### config.mk
export PLATFORM = sky130hd
export DESIGN_NAME = fifo_evt_ctrl
export DESIGN_NICKNAME = d
export VERILOG_FILES = /design/src/rtl/fifo_evt_pkg.sv /design/src/rtl/thresh_mon.sv /design/src/rtl/w1c_flags.sv /design/src/rtl/fifo_evt_ctrl.sv
export SDC_FILE = /design/constraint.sdc
export NUM_CORES = 1
export LEC_CHECK = 0
export BUFFER_PORTS_ARGS = -buffer_cell sky130_fd_sc_hd__buf_4
export CORE_ASPECT_RATIO = 0.9
export CORE_MARGIN = 5
export CORE_UTILIZATION = 38
export DETAILED_ROUTE_END_ITERATION = 10
export GPL_TIMING_DRIVEN = 0
export PLACE_DENSITY = 0.79
export REMOVE_ABC_BUFFERS = 1
export SETUP_SLACK_MARGIN = 0.1
export SYNTH_ARGS = -nofsm -noshare
export SYNTH_HDL_FRONTEND = slang
export SYNTH_HIERARCHICAL = 1
export SYNTH_SLANG_ARGS = --single-unit
### constraint.sdc
create_clock -name clk -period 1.5 [get_ports clk]
set_clock_uncertainty 0.05 [all_clocks]
set_input_delay 0 -clock clk [delete_from_list [all_inputs] [get_ports clk]]
set_output_delay 0 -clock clk [all_outputs]
set_load 0.005 [all_outputs]
### src/rtl/fifo_evt_pkg.sv
// Package: widths and flag bit positions shared by the FIFO event controller.
// Assumes: level counts are wider than thresholds by at least one bit.
package fifo_evt_pkg;
    localparam int LVL_W  = 6;
    localparam int THR_W  = 5;
    localparam int IRQ_W  = 16;
    localparam int WAKE_W = 4;

    // interrupt flag positions
    localparam int B_TX_THR   = 0;
    localparam int B_TX_EMPTY = 1;
    localparam int B_RX_THR   = 2;
    localparam int B_RX_FULL  = 3;
    localparam int B_SEL_ON   = 4;
    localparam int B_SEL_OFF  = 5;
    localparam int B_FAULT    = 8;
    localparam int B_ABORT    = 9;
    localparam int B_DONE     = 11;
    localparam int B_TX_OVR   = 12;
    localparam int B_TX_UNR   = 13;
    localparam int B_RX_OVR   = 14;
    localparam int B_RX_UNR   = 15;

    // wake flag positions
    localparam int W_TX_THR   = 0;
    localparam int W_TX_EMPTY = 1;
    localparam int W_RX_THR   = 2;
    localparam int W_RX_FULL  = 3;

    // groups cleared by a flush of each FIFO
    localparam logic [IRQ_W-1:0]  TX_IRQ_GROUP  = 16'h3003;
    localparam logic [IRQ_W-1:0]  RX_IRQ_GROUP  = 16'hC00C;
    localparam logic [WAKE_W-1:0] TX_WAKE_GROUP = 4'b0011;
    localparam logic [WAKE_W-1:0] RX_WAKE_GROUP = 4'b1100;
    localparam logic [IRQ_W-1:0]  RSVD_GROUP    = 16'h04C0;
endpackage

### src/rtl/thresh_mon.sv
// Module: compares one FIFO level against its threshold and registers a
// DMA request gated by its enable.
// Assumes: LVL_W > THR_W. ABOVE=1 selects "level > threshold", ABOVE=0
// selects "level < threshold".
module thresh_mon #(
    parameter int LVL_W = 6,
    parameter int THR_W = 5,
    parameter bit ABOVE = 1'b0
) (
    input  logic             clk,
    input  logic             rst_n,
    input  logic [LVL_W-1:0] level,
    input  logic [THR_W-1:0] thresh,
    input  logic             dma_en,
    output logic             cond,
    output logic             dma_req
);
    localparam int PAD = LVL_W - THR_W;

    logic [LVL_W-1:0] thr_ext;
    assign thr_ext = {{PAD{1'b0}}, thresh};

    // compare direction picked by parameter
    generate
        if (ABOVE) begin : g_above
            assign cond = (level > thr_ext);
        end else begin : g_below
            assign cond = (level < thr_ext);
        end
    endgenerate

    // request register: follows the condition, dropped when disabled
    always_ff @(posedge clk) begin
        if (!rst_n) dma_req <= 1'b0;
        else        dma_req <= dma_en & cond;
    end

    a_r3_dma_drop: assert property (@(posedge clk) disable iff (!rst_n)
        !dma_en |=> !dma_req);
    a_r1_r2_dma_follow: assert property (@(posedge clk) disable iff (!rst_n)
        (dma_en && cond) |=> dma_req);
endmodule

### src/rtl/w1c_flags.sv
// Module: bank of sticky flags, each set by its cause and cleared by a
// write-1 pulse; a cause in the clear cycle keeps the flag set. Produces
// the OR of flags masked by their enables.
// Assumes: set and clr are single-cycle qualified strobes.
module w1c_flags #(
    parameter int W = 16
) (
    input  logic         clk,
    input  logic         rst_n,
    input  logic [W-1:0] set,
    input  logic [W-1:0] clr,
    input  logic [W-1:0] en,
    output logic [W-1:0] flags,
    output logic         any
);
    // one flop per flag, set has priority over clear
    generate
        for (genvar i = 0; i < W; i++) begin : g_bit
            always_ff @(posedge clk) begin
                if (!rst_n) flags[i] <= 1'b0;
                else        flags[i] <= set[i] | (flags[i] & ~clr[i]);
            end
        end
    endgenerate

    // masked OR forms the output line
    assign any = |(flags & en);

    a_r5_set_wins: assert property (@(posedge clk) disable iff (!rst_n)
        (set != '0) |=> ((flags & $past(set)) == $past(set)));
    a_r4_sticky: assert property (@(posedge clk) disable iff (!rst_n)
        1'b1 |=> ((($past(flags) & ~$past(clr)) & ~flags) == '0));
    a_r4_no_spurious: assert property (@(posedge clk) disable iff (!rst_n)
        1'b1 |=> ((flags & ~$past(flags) & ~$past(set)) == '0));
endmodule

### src/rtl/fifo_evt_ctrl.sv
// Module: top of the FIFO event controller. Builds the interrupt and wake
// set vectors from levels, strobes and events, folds flush into the clear
// vectors and drives the DMA, interrupt and wake lines.
// Assumes: strobes and events are one-cycle pulses in the clk domain.
module fifo_evt_ctrl
    import fifo_evt_pkg::*;
(
    input  logic              clk,
    input  logic              rst_n,
    input  logic [LVL_W-1:0]  tx_level,
    input  logic [LVL_W-1:0]  rx_level,
    input  logic              tx_full,
    input  logic              tx_empty,
    input  logic              rx_full,
    input  logic              rx_empty,
    input  logic              bus_tx_push,
    input  logic              ser_tx_pop,
    input  logic              ser_rx_push,
    input  logic              bus_rx_pop,
    input  logic              sel_assert_evt,
    input  logic              sel_release_evt,
    input  logic              mode_fault_evt,
    input  logic              abort_evt,
    input  logic              done_evt,
    input  logic [THR_W-1:0]  tx_thresh,
    input  logic [THR_W-1:0]  rx_thresh,
    input  logic              tx_dma_en,
    input  logic              rx_dma_en,
    input  logic              tx_flush,
    input  logic              rx_flush,
    input  logic [IRQ_W-1:0]  irq_en,
    input  logic [IRQ_W-1:0]  irq_clr,
    input  logic [WAKE_W-1:0] wake_en,
    input  logic [WAKE_W-1:0] wake_clr,
    output logic              tx_dma_req,
    output logic              rx_dma_req,
    output logic [IRQ_W-1:0]  irq_flags,
    output logic [WAKE_W-1:0] wake_flags,
    output logic              irq,
    output logic              wake
);
    logic tx_cond, rx_cond;
    logic [IRQ_W-1:0]  irq_set, irq_clr_all;
    logic [WAKE_W-1:0] wake_set, wake_clr_all;

    thresh_mon #(.LVL_W(LVL_W), .THR_W(THR_W), .ABOVE(1'b0)) u_tx_mon (
        .clk(clk), .rst_n(rst_n), .level(tx_level), .thresh(tx_thresh),
        .dma_en(tx_dma_en), .cond(tx_cond), .dma_req(tx_dma_req));

    thresh_mon #(.LVL_W(LVL_W), .THR_W(THR_W), .ABOVE(1'b1)) u_rx_mon (
        .clk(clk), .rst_n(rst_n), .level(rx_level), .thresh(rx_thresh),
        .dma_en(rx_dma_en), .cond(rx_cond), .dma_req(rx_dma_req));

    // interrupt causes mapped to their flag positions
    always_comb begin
        irq_set             = '0;
        irq_set[B_TX_THR]   = tx_cond;
        irq_set[B_TX_EMPTY] = tx_empty;
        irq_set[B_RX_THR]   = rx_cond;
        irq_set[B_RX_FULL]  = rx_full;
        irq_set[B_SEL_ON]   = sel_assert_evt;
        irq_set[B_SEL_OFF]  = sel_release_evt;
        irq_set[B_FAULT]    = mode_fault_evt;
        irq_set[B_ABORT]    = abort_evt;
        irq_set[B_DONE]     = done_evt;
        irq_set[B_TX_OVR]   = bus_tx_push & tx_full;
        irq_set[B_TX_UNR]   = ser_tx_pop & tx_empty;
        irq_set[B_RX_OVR]   = ser_rx_push & rx_full;
        irq_set[B_RX_UNR]   = bus_rx_pop & rx_empty;
    end

    // wake causes mapped to their flag positions
    always_comb begin
        wake_set             = '0;
        wake_set[W_TX_THR]   = tx_cond;
        wake_set[W_TX_EMPTY] = tx_empty;
        wake_set[W_RX_THR]   = rx_cond;
        wake_set[W_RX_FULL]  = rx_full;
    end

    // software clears merged with the per-FIFO flush groups
    always_comb begin
        irq_clr_all  = irq_clr
                     | (tx_flush ? TX_IRQ_GROUP : '0)
                     | (rx_flush ? RX_IRQ_GROUP : '0);
        wake_clr_all = wake_clr
                     | (tx_flush ? TX_WAKE_GROUP : '0)
                     | (rx_flush ? RX_WAKE_GROUP : '0);
    end

    w1c_flags #(.W(IRQ_W)) u_irq_flags (
        .clk(clk), .rst_n(rst_n), .set(irq_set), .clr(irq_clr_all),
        .en(irq_en), .flags(irq_flags), .any(irq));

    w1c_flags #(.W(WAKE_W)) u_wake_flags (
        .clk(clk), .rst_n(rst_n), .set(wake_set), .clr(wake_clr_all),
        .en(wake_en), .flags(wake_flags), .any(wake));

    a_r13_reserved_zero: assert property (@(posedge clk) disable iff (!rst_n)
        (irq_flags & RSVD_GROUP) == '0);
    a_r6_tx_overrun: assert property (@(posedge clk) disable iff (!rst_n)
        (bus_tx_push && tx_full) |=> irq_flags[B_TX_OVR]);
    a_r7_rx_underrun: assert property (@(posedge clk) disable iff (!rst_n)
        (bus_rx_pop && rx_empty) |=> irq_flags[B_RX_UNR]);
    a_r9_irq_masked: assert property (@(posedge clk) disable iff (!rst_n)
        (irq_en == '0) |-> !irq);
    a_r10_wake_masked: assert property (@(posedge clk) disable iff (!rst_n)
        (wake_en == '0) |-> !wake);
    a_r11_tx_flush: assert property (@(posedge clk) disable iff (!rst_n)
        (tx_flush && !bus_tx_push && !ser_tx_pop && !tx_empty && !tx_cond)
        |=> ((irq_flags & TX_IRQ_GROUP) == '0));
endmodule

==> results of run 1 <==
-- cell type report --
| cell class | count | share of cell area, % |
|---|---|---|
| Timing Repair Buffer | 132 | 44.80 |
| Multi-Input combinational cell | 99 | 31.77 |
| Sequential cell | 22 | 18.68 |
| Tap cell | 42 | 2.216 |
| Inverter | 10 | 1.583 |
| Clock buffer | 3 | 0.9499 |
-- tightest hold or removal path: cells and delay by family --
kind	cells	cell delay (ns)
AOI/OAI and AO/OA	1	0.16
buffers and inverters	1	0.07
and+or+nand+nor	2	0.12
-- synth_stat cells --
cell type  instances
buf_4              1
nand4_1            1
nor2_1             1
o21ai_1            1
a31oi_1            1
nor2b_1           21
a22o_1             4
ha_1               9
dfxtp_1           22
and2_1             4
o21a_1            20
clkbuf_2           1
a211oi_2           2
a221oi_2           4
inv_1             10
and3_4             1
a211o_1            1
nand2b_4           1
nand2_1            4
nor3_1             1
conb_1             1
and4b_1            1
or2_1             12
a22oi_1            2
a21o_1             1
a21oi_1            3
o21ai_0            1
-- worst max-delay path by stage --
stage          cells past startpoint                     to  slack [ns]
2_1_floorplan                      6   u_irq_flags/flags[2]        0.26
3_3_place_gp                       6  u_wake_flags/flags[2]        0.08
3_5_place_dp                       6   u_irq_flags/flags[2]        0.07
4_1_cts                            4                    irq         0.1
5_1_grt                            4                    irq        0.01
6_report                           4                    irq        0.09
-- routing by layer --
metal  track usage, %  part of all wire (%)  wire length, um
met3            5.799                   6.3              255
met2            35.02                    56             2238
met5                0                     0                0
met4            2.871                  0.84               34
met1            19.07                    37             1497
-- registers in the layout, indices dropped and copies added (netlist names) --
register and count:
u_irq_flags/flags 16, u_wake_flags/flags 4, u_rx_mon/dma_req 1, u_tx_mon/dma_req 1
-- timing repair --
| item | CTS | global route |
|---|---|---|
| pin swaps | 1 | 0 |
| endpoints found under the setup margin | 1 | 3 |
| gates resized for setup | 1 | 2 |
| hold endpoints to repair | 20 | 1 |
| buffers inserted | 1 | 0 |
| hold buffers | 27 | 1 |
-- report_power, final --
group | switching [mW] | internal (mW) | total [mW]
sequential | 0.0287 | 0.623 | 0.651
combinational | 0.141 | 0.322 | 0.463
clock | 0.165 | 0.0936 | 0.259
-- cell families after synthesis --
logic type | Yosys count | share of synthesized area, %
adder cells (fa/ha/maj) | 9 | 9.109
AND/OR/NAND/NOR | 47 | 23.99
AO/OA/AOI/OAI | 40 | 26.92
flip-flops | 22 | 35.63
buffers and inverters | 12 | 4.049
other | 1 | 0.3034
==> results.md, run 1 <==
- Diode count: 0
- Synthesized instance count: 131
- Vias in the first global route: 1464
- Site row count: 19
- Class of the tightest hold or removal check: input pin to register
- Routability Congestion: 0.7623
- Crit. End Element: output port
- Area after DPL: 2064 um2
- Final WL: 4.025 mm
- Sequential cell area: 442.9 um2
- Synth Cell Area: 1236 um2
- Commonest non-fill, non-tap cell in the layout: buf_4
- Arr. time, crit path: 1.36 ns
- FF-to-FF setup slack: 0.14 ns
- Commonest non-fill, non-tap cells in the layout: 104 x buf_4, 27 x dlygate4sd3_1, 21 x nor2b_1
- Remaining global-route overflow: 0
- Final setup TNS: 0 ns
- Area of the multi-input gates: 753.2 um2
- CTS max path bufs: 2
- Startpoint types: register
- F_max: 707.5 MHz
- Largest stage delay, worst path: 0.34 ns
- Detail Route Antenna Nets: 0
- Die area: 4495 um2
- Hold path cells: 4
- Die W: 70.12 um
- Total CTS buffers: 3
- DPL Wire Length: 3.080 mm
- Worst-Skew Late Latency: 0.30 ns
- CP Data Required Time: 1.45 ns
- Lkg Pwr: 1.177 nW
- DR vias: 1380
- Final cycle utilization of the critical path: 94.22%
- Initial antenna violation count: 0
- Setup WS pre-CTS: 0.06841 ns
- Area grow syn2layout: 91.80%
- Slew Limit Fails: 0
- I/O pin total: 105
- Power Total: 1.373 mW
- WHS: 0.02460 ns
- Worst path cell trace: a22o_1, a221oi_2, nand4_1, buf_4
- Worst r2r dst: u_irq_flags/flags[9]
- CP max stage cell: dfxtp_2
- Nets: 358
- Setup crit start: u_irq_flags/flags[2]
- # setup viols final: 0
- Worst hold endpoint: u_irq_flags/flags[2]
- Htree depth: 1
- Buffers on Ports: 104
- Placed Cells: 277
- Initial DRC Count: 30
- Final Cell Area: 2371 um2
- Status: finished clean
- Family with the most delay on the worst path: compound AO/OA/AOI/OAI gates
- CTS root buf: clkbuf_4
- Wirelength per Cell: 13.07 um
- Die extent in y: 64.11 um
- Worst vdd ir: 0.5898 mV
- R2R cell count: 3
- PwrDens: 579.1 nW/um2
- R2R Path Start: u_irq_flags/flags[9]
- Syn Area/Cell: 9.437 um2
- Pre-Repair DR Iteration Count: 4
- Hold path start: irq_clr[2]
- Crit Path Max Fanout: 2
- Top cells by area, synth: dfxtp_1 36%, o21a_1 12%, nor2b_1 11%
- Final Core Density: 76.72%
- Hold Fails Final Rpt: 0
- Post-route non-filler standard cell count: 308
- Post-route DRC: 0
- RSZ-0062 raised after global routing: true
- FILL cells: 238
- Global-route wire length before repair: 6.610 mm
- Core Box Area: 3090 um2
- Register area share after synthesis: 35.63%
- Number of synthesized register bits: 22
- Top cell type's share of synthesized area: 35.63%
- Clk pin slew, worst setup/hold paths: 0.11 ns
- Synth warnings: 6
- Largest area contributor in the netlist: dfxtp_1
- Vias per cell: 4.481
- Layout cells sized above 1: 44.36%
- Fin crit period: 1.413 ns
- PnR worst setup slack: 0.08665 ns
- CP bufs+invs: 1
- Initial Utilization: 40.00%
- Max-cap violations: 0
- CTS tree: yes
- Post-synth cell types: 27
- CTS Sinks: 22
- Gr usage total: 17.95%
- Worst setup path class: register to output port
- Largest net degree at the start of global routing: 23
Note: power is estimated with default switching activity, not from simulation.
==> inputs of run 2 (changes only) <==
--- a/config.mk
+++ b/config.mk
@@ -5,10 +5,11 @@
 export SDC_FILE = /design/constraint.sdc
 export NUM_CORES = 1
 export LEC_CHECK = 0
+export ABC_AREA = 1
 export BUFFER_PORTS_ARGS = -buffer_cell sky130_fd_sc_hd__buf_4
 export CORE_ASPECT_RATIO = 0.9
 export CORE_MARGIN = 5
-export CORE_UTILIZATION = 38
+export CORE_UTILIZATION = 39
 export DETAILED_ROUTE_END_ITERATION = 10
 export GPL_TIMING_DRIVEN = 0
 export PLACE_DENSITY = 0.79
==> run 2 against run 1 <==
The run now ends with negative hold slack left. Critical path type is now input pin to register. Critical path depth is 3 higher. Via count up 21%. Worst setup slack improved by 0.065 ns. Die area rose by 4.4%. Core utilization down 3.3 points. Cell area increased by 3.1%. Clock power increased by 61%. Synthesized cell count grew 70%. Synthesized area is 7.9% higher. Routed wire length increased by 3.0%. Cell count increased by 29%.
==> results.md, run 2 <==
- Status: finished, violations left
- Violated checks: negative hold slack
- Synth async-reset ratio: 0% (unchanged)
- PwrDens: 627.4 nW/um2 (+8.3%)
- Vias in the first global route: 1555 (+6.2%)
- Final Core Density: 73.46% (-3.3 points)
- Total CTS buffers: 3 (unchanged)
- Startpoint types: input pin
- Site row count: 20 (+1)
- Final cycle utilization of the critical path: 89.91% (-4.3 points)
- Arr. time, crit path: 1.44 ns (+0.08 ns)
- RSZ-0062 raised after global routing: false
- Global-route wire length before repair: 6.672 mm (+0.94%)
- Main synth FF type: dfxtp_1
- Initial DRC Count: 52 (+73%)
- Setup crit start: rx_empty
- # setup viols final: 0 (unchanged)
- Cell mode on critical path: dlygate4sd3_1
- Syn Area/Cell: 5.981 um2 (-37%)
- Count leader, synth: nand2_1
- Layout cells sized above 1: 32.77% (-12 points)
- Die extent in y: 65.48 um (+2.1%)
- Number of synthesized flops with an enable pin: 0 (unchanged)
- Worst setup path class: input pin to register
- Buffers on Ports: 104 (unchanged)
- FF-to-FF setup slack: 0.19 ns (+0.05 ns)
- F_max: 741.5 MHz (+4.8%)
- Remaining global-route overflow: 0 (unchanged)
- Commonest non-fill, non-tap cell in the layout: buf_4
- Commonest cells post-synth: 71 x nand2_1, 67 x inv_1, 22 x dfxtp_1, 20 x a21oi_1, 20 x nor2_1
- Die area: 4691 um2 (+4.4%)
- DPL Wire Length: 3.198 mm (+3.8%)
- Top cells by area, synth: dfxtp_1 33%, nand2_1 20%, inv_1 19%
- Vias per cell: 4.181 (-6.7%)
- Max-cap violations: 0 (unchanged)
- R2R Path Start: u_irq_flags/flags[5]
- Hold Fails Final Rpt: 1 (+1)
- Post-synth cell types: 16 (-41%)
- Largest area contributor in the netlist: dfxtp_1
- Hold path start: bus_tx_push
- CTS root buf: clkbuf_8
- Diode count: 0 (unchanged)
- I/O pin total: 105 (unchanged)
- Htree depth: 1 (unchanged)
- CP max stage cell: dlygate4sd3_1
- R2R cell count: 3 (unchanged)
- Wirelength per Cell: 10.41 um (-20%)
- Die W: 71.65 um (+2.2%)
- Hold path cells: 5 (+1)
- CTS max path bufs: 2 (unchanged)
- Area grow syn2layout: 83.30%
- Initial antenna violation count: 0 (unchanged)
- Detail Route Antenna Nets: 0 (unchanged)
- CTS Sinks: 22 (unchanged)
- Worst hold endpoint: u_irq_flags/flags[12]
- Class of the tightest hold or removal check: input pin to register
- Regs by FF count: u_irq_flags/flags x16, u_wake_flags/flags x4
- Top cell type's share of synthesized area: 33.02% (-2.6 points)
- Number of synthesized register bits: 22 (unchanged)
- Final WL: 4.145 mm (+3.0%)
- Crit. End Element: register
- FILL cells: 271 (+14%)
- Most flop-heavy register: u_irq_flags/flags
- Pre-Repair DR Iteration Count: 4 (unchanged)
- Lkg Pwr: 1.530 nW (+30%)
- Largest register FFs: 16 (unchanged)
- Clk pin slew, worst setup/hold paths: 0.08 ns (-0.03 ns)
- Synthesized instance count: 223 (+70%)
- Worst-Skew Late Latency: 0.26 ns (-0.04 ns)
- Fin crit period: 1.349 ns (-0.06473 ns)
- Slew Limit Fails: 0 (unchanged)
- Nets: 445 (+24%)
- Final setup TNS: 0 ns (unchanged)
- Post-route DRC: 0 (unchanged)
- Synth Cell Area: 1334 um2 (+7.9%)
- Synth warnings: 6 (unchanged)
- Worst r2r dst: u_irq_flags/flags[5]
- CP Data Required Time: 1.59 ns (+0.14 ns)
- CTS tree: yes
- Register area share after synthesis: 33.02% (-2.6 points)
- Commonest non-fill, non-tap cells in the layout: 104 x buf_4, 71 x nand2_1, 67 x inv_1
- DR vias: 1664 (+21%)
- Crit Path Max Fanout: 1 (-1)
- Initial Utilization: 40.08% (+0.075 points)
- Worst vdd ir: 0.2995 mV (-49%)
- Largest net degree at the start of global routing: 17 (-26%)
- Gr usage total: 17.55% (-0.39 points)
- Routability Congestion: 0.7861 (+3.1%)
- WHS: -0.01373 ns (-0.03833 ns)
- Largest stage delay, worst path: 0.54 ns (+0.20 ns)
- Core Box Area: 3328 um2 (+7.7%)
- Worst path cell trace: dlygate4sd3_1, buf_4, nand2_1, dlygate4sd3_1, inv_1, a21oi_2, nor2_1
[run 2: metrics by stage]
stage	cells	total power [mW]	setup slack (ns)	cell area, um2
final	398	1.534	0.1514	2445
after global routing	398	1.630	0.1193	2445
after CTS	399	1.547	0.1309	2451
after detailed placement	372	1.081	0.3204	2166
after global placement	372	1.071	0.3262	2166
after floorplan	224	0.8197	0.5336	1330
[run 2: worst max-delay path, delay by kind of cell]
family,cells,cell delay (ns)
and+or+nand+nor,2,0.08
AOI/OAI and AO/OA,1,0.10
buffers and inverters,4,1.26
[run 2: worst max path at each step]
stage                             to  depth (start not counted)
3_5_place_dp    u_irq_flags/flags[2]                         10
4_1_cts        u_irq_flags/flags[15]                          7
3_3_place_gp    u_irq_flags/flags[2]                         10
2_1_floorplan   u_irq_flags/flags[2]                         10
6_report       u_irq_flags/flags[15]                          7
5_1_grt        u_irq_flags/flags[15]                          7
[run 2: timing repair]
item,4_1_cts,5_1_grt
gates resized for setup,0,1
endpoints found under the hold margin,18,0
endpoints found under the setup margin,0,2
hold buffers,23,0
buffers inserted,0,0
[run 2: layout make-up]
class / count / area, um2 / area share [%]
well taps: 44 / 55.05 / 2.252
multi-input cells: 132 / 630.6 / 25.79
flip-flops and latches: 22 / 440.4 / 18.01
repair buffers: 126 / 1001 / 40.94
inverters: 70 / 262.8 / 10.75
clock buffers: 4 / 55.05 / 2.252
[run 2: cells by family after synthesis]
family,synth area share (%)
AND/OR/NAND/NOR,28.33
buffers and inverters,20.54
flip-flops,33.02
adder cells (fa/ha/maj),8.443
other,0.2812
AO/OA/AOI/OAI,9.382
[run 2: report_power, final]
group          internal, mW  switching, mW
logic                 0.292          0.176
clock network         0.233          0.183
registers             0.621         0.0278
total                  1.15          0.387
[run 2: layer usage]
layer / up-vias / global-route usage, % / part of all wire (%)
met5: - / 0 / 0
met4: 0 / 3.521 / 0.31
met3: 2 / 3.670 / 9.3
met2: 55 / 34.06 / 53
met1: 713 / 19.50 / 38
li1: 894 / - / -
==> inputs of run 3 (changes only) <==
--- a/config.mk
+++ b/config.mk
@@ -13,7 +13,6 @@
 export DETAILED_ROUTE_END_ITERATION = 10
 export GPL_TIMING_DRIVEN = 0
 export PLACE_DENSITY = 0.79
-export REMOVE_ABC_BUFFERS = 1
 export SETUP_SLACK_MARGIN = 0.1
 export SYNTH_ARGS = -nofsm -noshare
 export SYNTH_HDL_FRONTEND = slang
==> run 3 against run 2 <==
Register-to-register slack better by 0.05 ns. The run now ends clean. Critical path type unchanged. First-iteration DRC count fell by 25%. Non-clock buffer count grew 3. Core utilization grew 0.64 points.
==> results.md, run 3 (synthesized netlist as in run 2, its figures left out) <==
- Sequential cell area: 440.4 um2 (unchanged)
- Initial DRC Count: 39 (-25%)
- DPL Wire Length: 3.198 mm (unchanged)
- DR vias: 1695 (+1.9%)
- Worst setup path class: input pin to register
- Slew Limit Fails: 0 (unchanged)
- Area of the multi-input gates: 634.4 um2 (+0.60%)
- WHS: 0.003378 ns (+0.01711 ns)
- Largest stage delay, worst path: 0.54 ns (about the same)
- Htree depth: 1 (unchanged)
- Layout cells sized above 1: 32.87% (+0.097 points)
- Initial Utilization: 40.08% (unchanged)
- FILL cells: 310 (+14%)
- Site row count: 20 (unchanged)
- Commonest non-fill, non-tap cell in the layout: buf_4
- Clk pin slew, worst setup/hold paths: 0.07 ns (about the same)
- CTS Sinks: 22 (unchanged)
- Worst vdd ir: 0.5033 mV (+68%)
- Worst path cell trace: dlygate4sd3_1, buf_4, nand2_1, dlygate4sd3_1, inv_1, a21oi_2, nor2_1
- Crit. End Element: register
- Startpoint types: input pin
- Area grow syn2layout: 84.90%
- Initial antenna violation count: 0 (unchanged)
- Arr. time, crit path: 1.42 ns (-0.02 ns)
- Crit Path Max Fanout: 1 (unchanged)
- Wirelength per Cell: 10.27 um (-1.4%)
- Die area: 4691 um2 (unchanged)
- Post-route DRC: 0 (unchanged)
- Vias per cell: 4.238 (+1.4%)
- # setup viols final: 0 (unchanged)
- CTS max path bufs: 2 (unchanged)
- CTS tree: yes
- Class of the tightest hold or removal check: input pin to register
- Commonest non-fill, non-tap cells in the layout: 104 x buf_4, 71 x nand2_1, 67 x inv_1
- Final WL: 4.108 mm (-0.89%)
- Vias in the first global route: 1659 (+6.7%)
- Final setup TNS: 0 ns (unchanged)
- I/O pin total: 105 (unchanged)
- Nets: 448 (+0.67%)
- PwrDens: 596.8 nW/um2 (-4.9%)
- F_max: 755.1 MHz (+1.8%)
- Gr usage total: 17.46% (-0.091 points)
- Worst-Skew Late Latency: 0.25 ns (about the same)
- CP Data Required Time: 1.60 ns (about the same)
- Pre-Repair DR Iteration Count: 4 (unchanged)
- Hold Fails Final Rpt: 0 (-1)
- Die extent in y: 65.48 um (unchanged)
- Diode count: 0 (unchanged)
- Most flop-heavy register: u_irq_flags/flags
- RSZ-0062 raised after global routing: false
- Remaining global-route overflow: 0 (unchanged)
- Global-route wire length before repair: 6.541 mm (-2.0%)
- CP max stage cell: dlygate4sd3_1
- Fin crit period: 1.324 ns (-0.02422 ns)
- Cell mode on critical path: dlygate4sd3_1
- Regs by FF count: u_irq_flags/flags x16, u_wake_flags/flags x4
- Max-cap violations: 0 (unchanged)
- Core Box Area: 3328 um2 (unchanged)
- Routability Congestion: 0.7386 (-6.0%)
- Lkg Pwr: 1.537 nW (+0.46%)
- Number of post-CTS setup repair buffers: 0 (unchanged)
- Largest net degree at the start of global routing: 12 (-5)
- Final cycle utilization of the critical path: 88.29% (-1.6 points)
- Total CTS buffers: 3 (unchanged)
- Detail Route Antenna Nets: 0 (unchanged)
- Status: finished clean
- Buffers on Ports: 104 (unchanged)
- Die W: 71.65 um (unchanged)
- Largest register FFs: 16 (unchanged)
- CTS root buf: clkbuf_8
[run 3: worst paths after layout]
path	depth (start not counted)	slack [ns]	end	from
min reg2reg	2	0.44	u_wake_flags/flags[2]	u_wake_flags/flags[2]
max reg2reg	3	0.24	u_irq_flags/flags[4]	u_irq_flags/flags[4]
min	3	0.003	u_irq_flags/flags[12]	rst_n
max	7	0.18	u_irq_flags/flags[15]	rx_empty
[run 3: critical path, delay by kind of cell]
| family | cells | cell delay, ns |
|---|---|---|
| buf+inv | 4 | 1.26 |
| compound gates | 1 | 0.09 |
| simple gates | 2 | 0.08 |
[run 3: final cells by class]
cell class / count / area share (%)
timing repair buffer: 128 / 41.40
multi-input combinational: 132 / 25.72
sequential: 22 / 17.86
inverter: 70 / 10.65
tap: 44 / 2.232
clock buffer: 3 / 1.674
buffer: 1 / 0.4566
[run 3: metal layers]
metal / vias to the layer above / global-route usage [%] / wire length (um)
met5: - / 0 / 0
met4: 0 / 4.930 / 58
met3: 4 / 4.587 / 374
met2: 59 / 33.94 / 2115
met1: 732 / 18.21 / 1559
li1: 900 / - / -
[run 3: power by group]
| group | internal [mW] | switching (mW) |
|---|---|---|
| clock network | 0.178 | 0.167 |
| registers | 0.622 | 0.0268 |
| logic | 0.300 | 0.178 |
| total | 1.10 | 0.372 |
[run 3: metrics by stage]
stage                     total power [mW]  utilization, %  std cells  setup slack (ns)  cell area (um2)
after detailed placement             1.086           65.41        373            0.2976             2177
after global placement               1.076           65.41        373            0.3223             2177
after global routing                 1.576           74.10        400            0.1193             2466
final                                1.472           74.10        400            0.1756             2466
after CTS                            1.488           73.87        400            0.1553             2459
after floorplan                     0.8229               -        225            0.5406             1341
[run 3: timing repair]
action / in CTS / in global routing
setup endpoints to repair: 0 / 2
hold endpoints to repair: 17 / 0
hold buffers: 24 / 0
gates resized for setup: 0 / 2
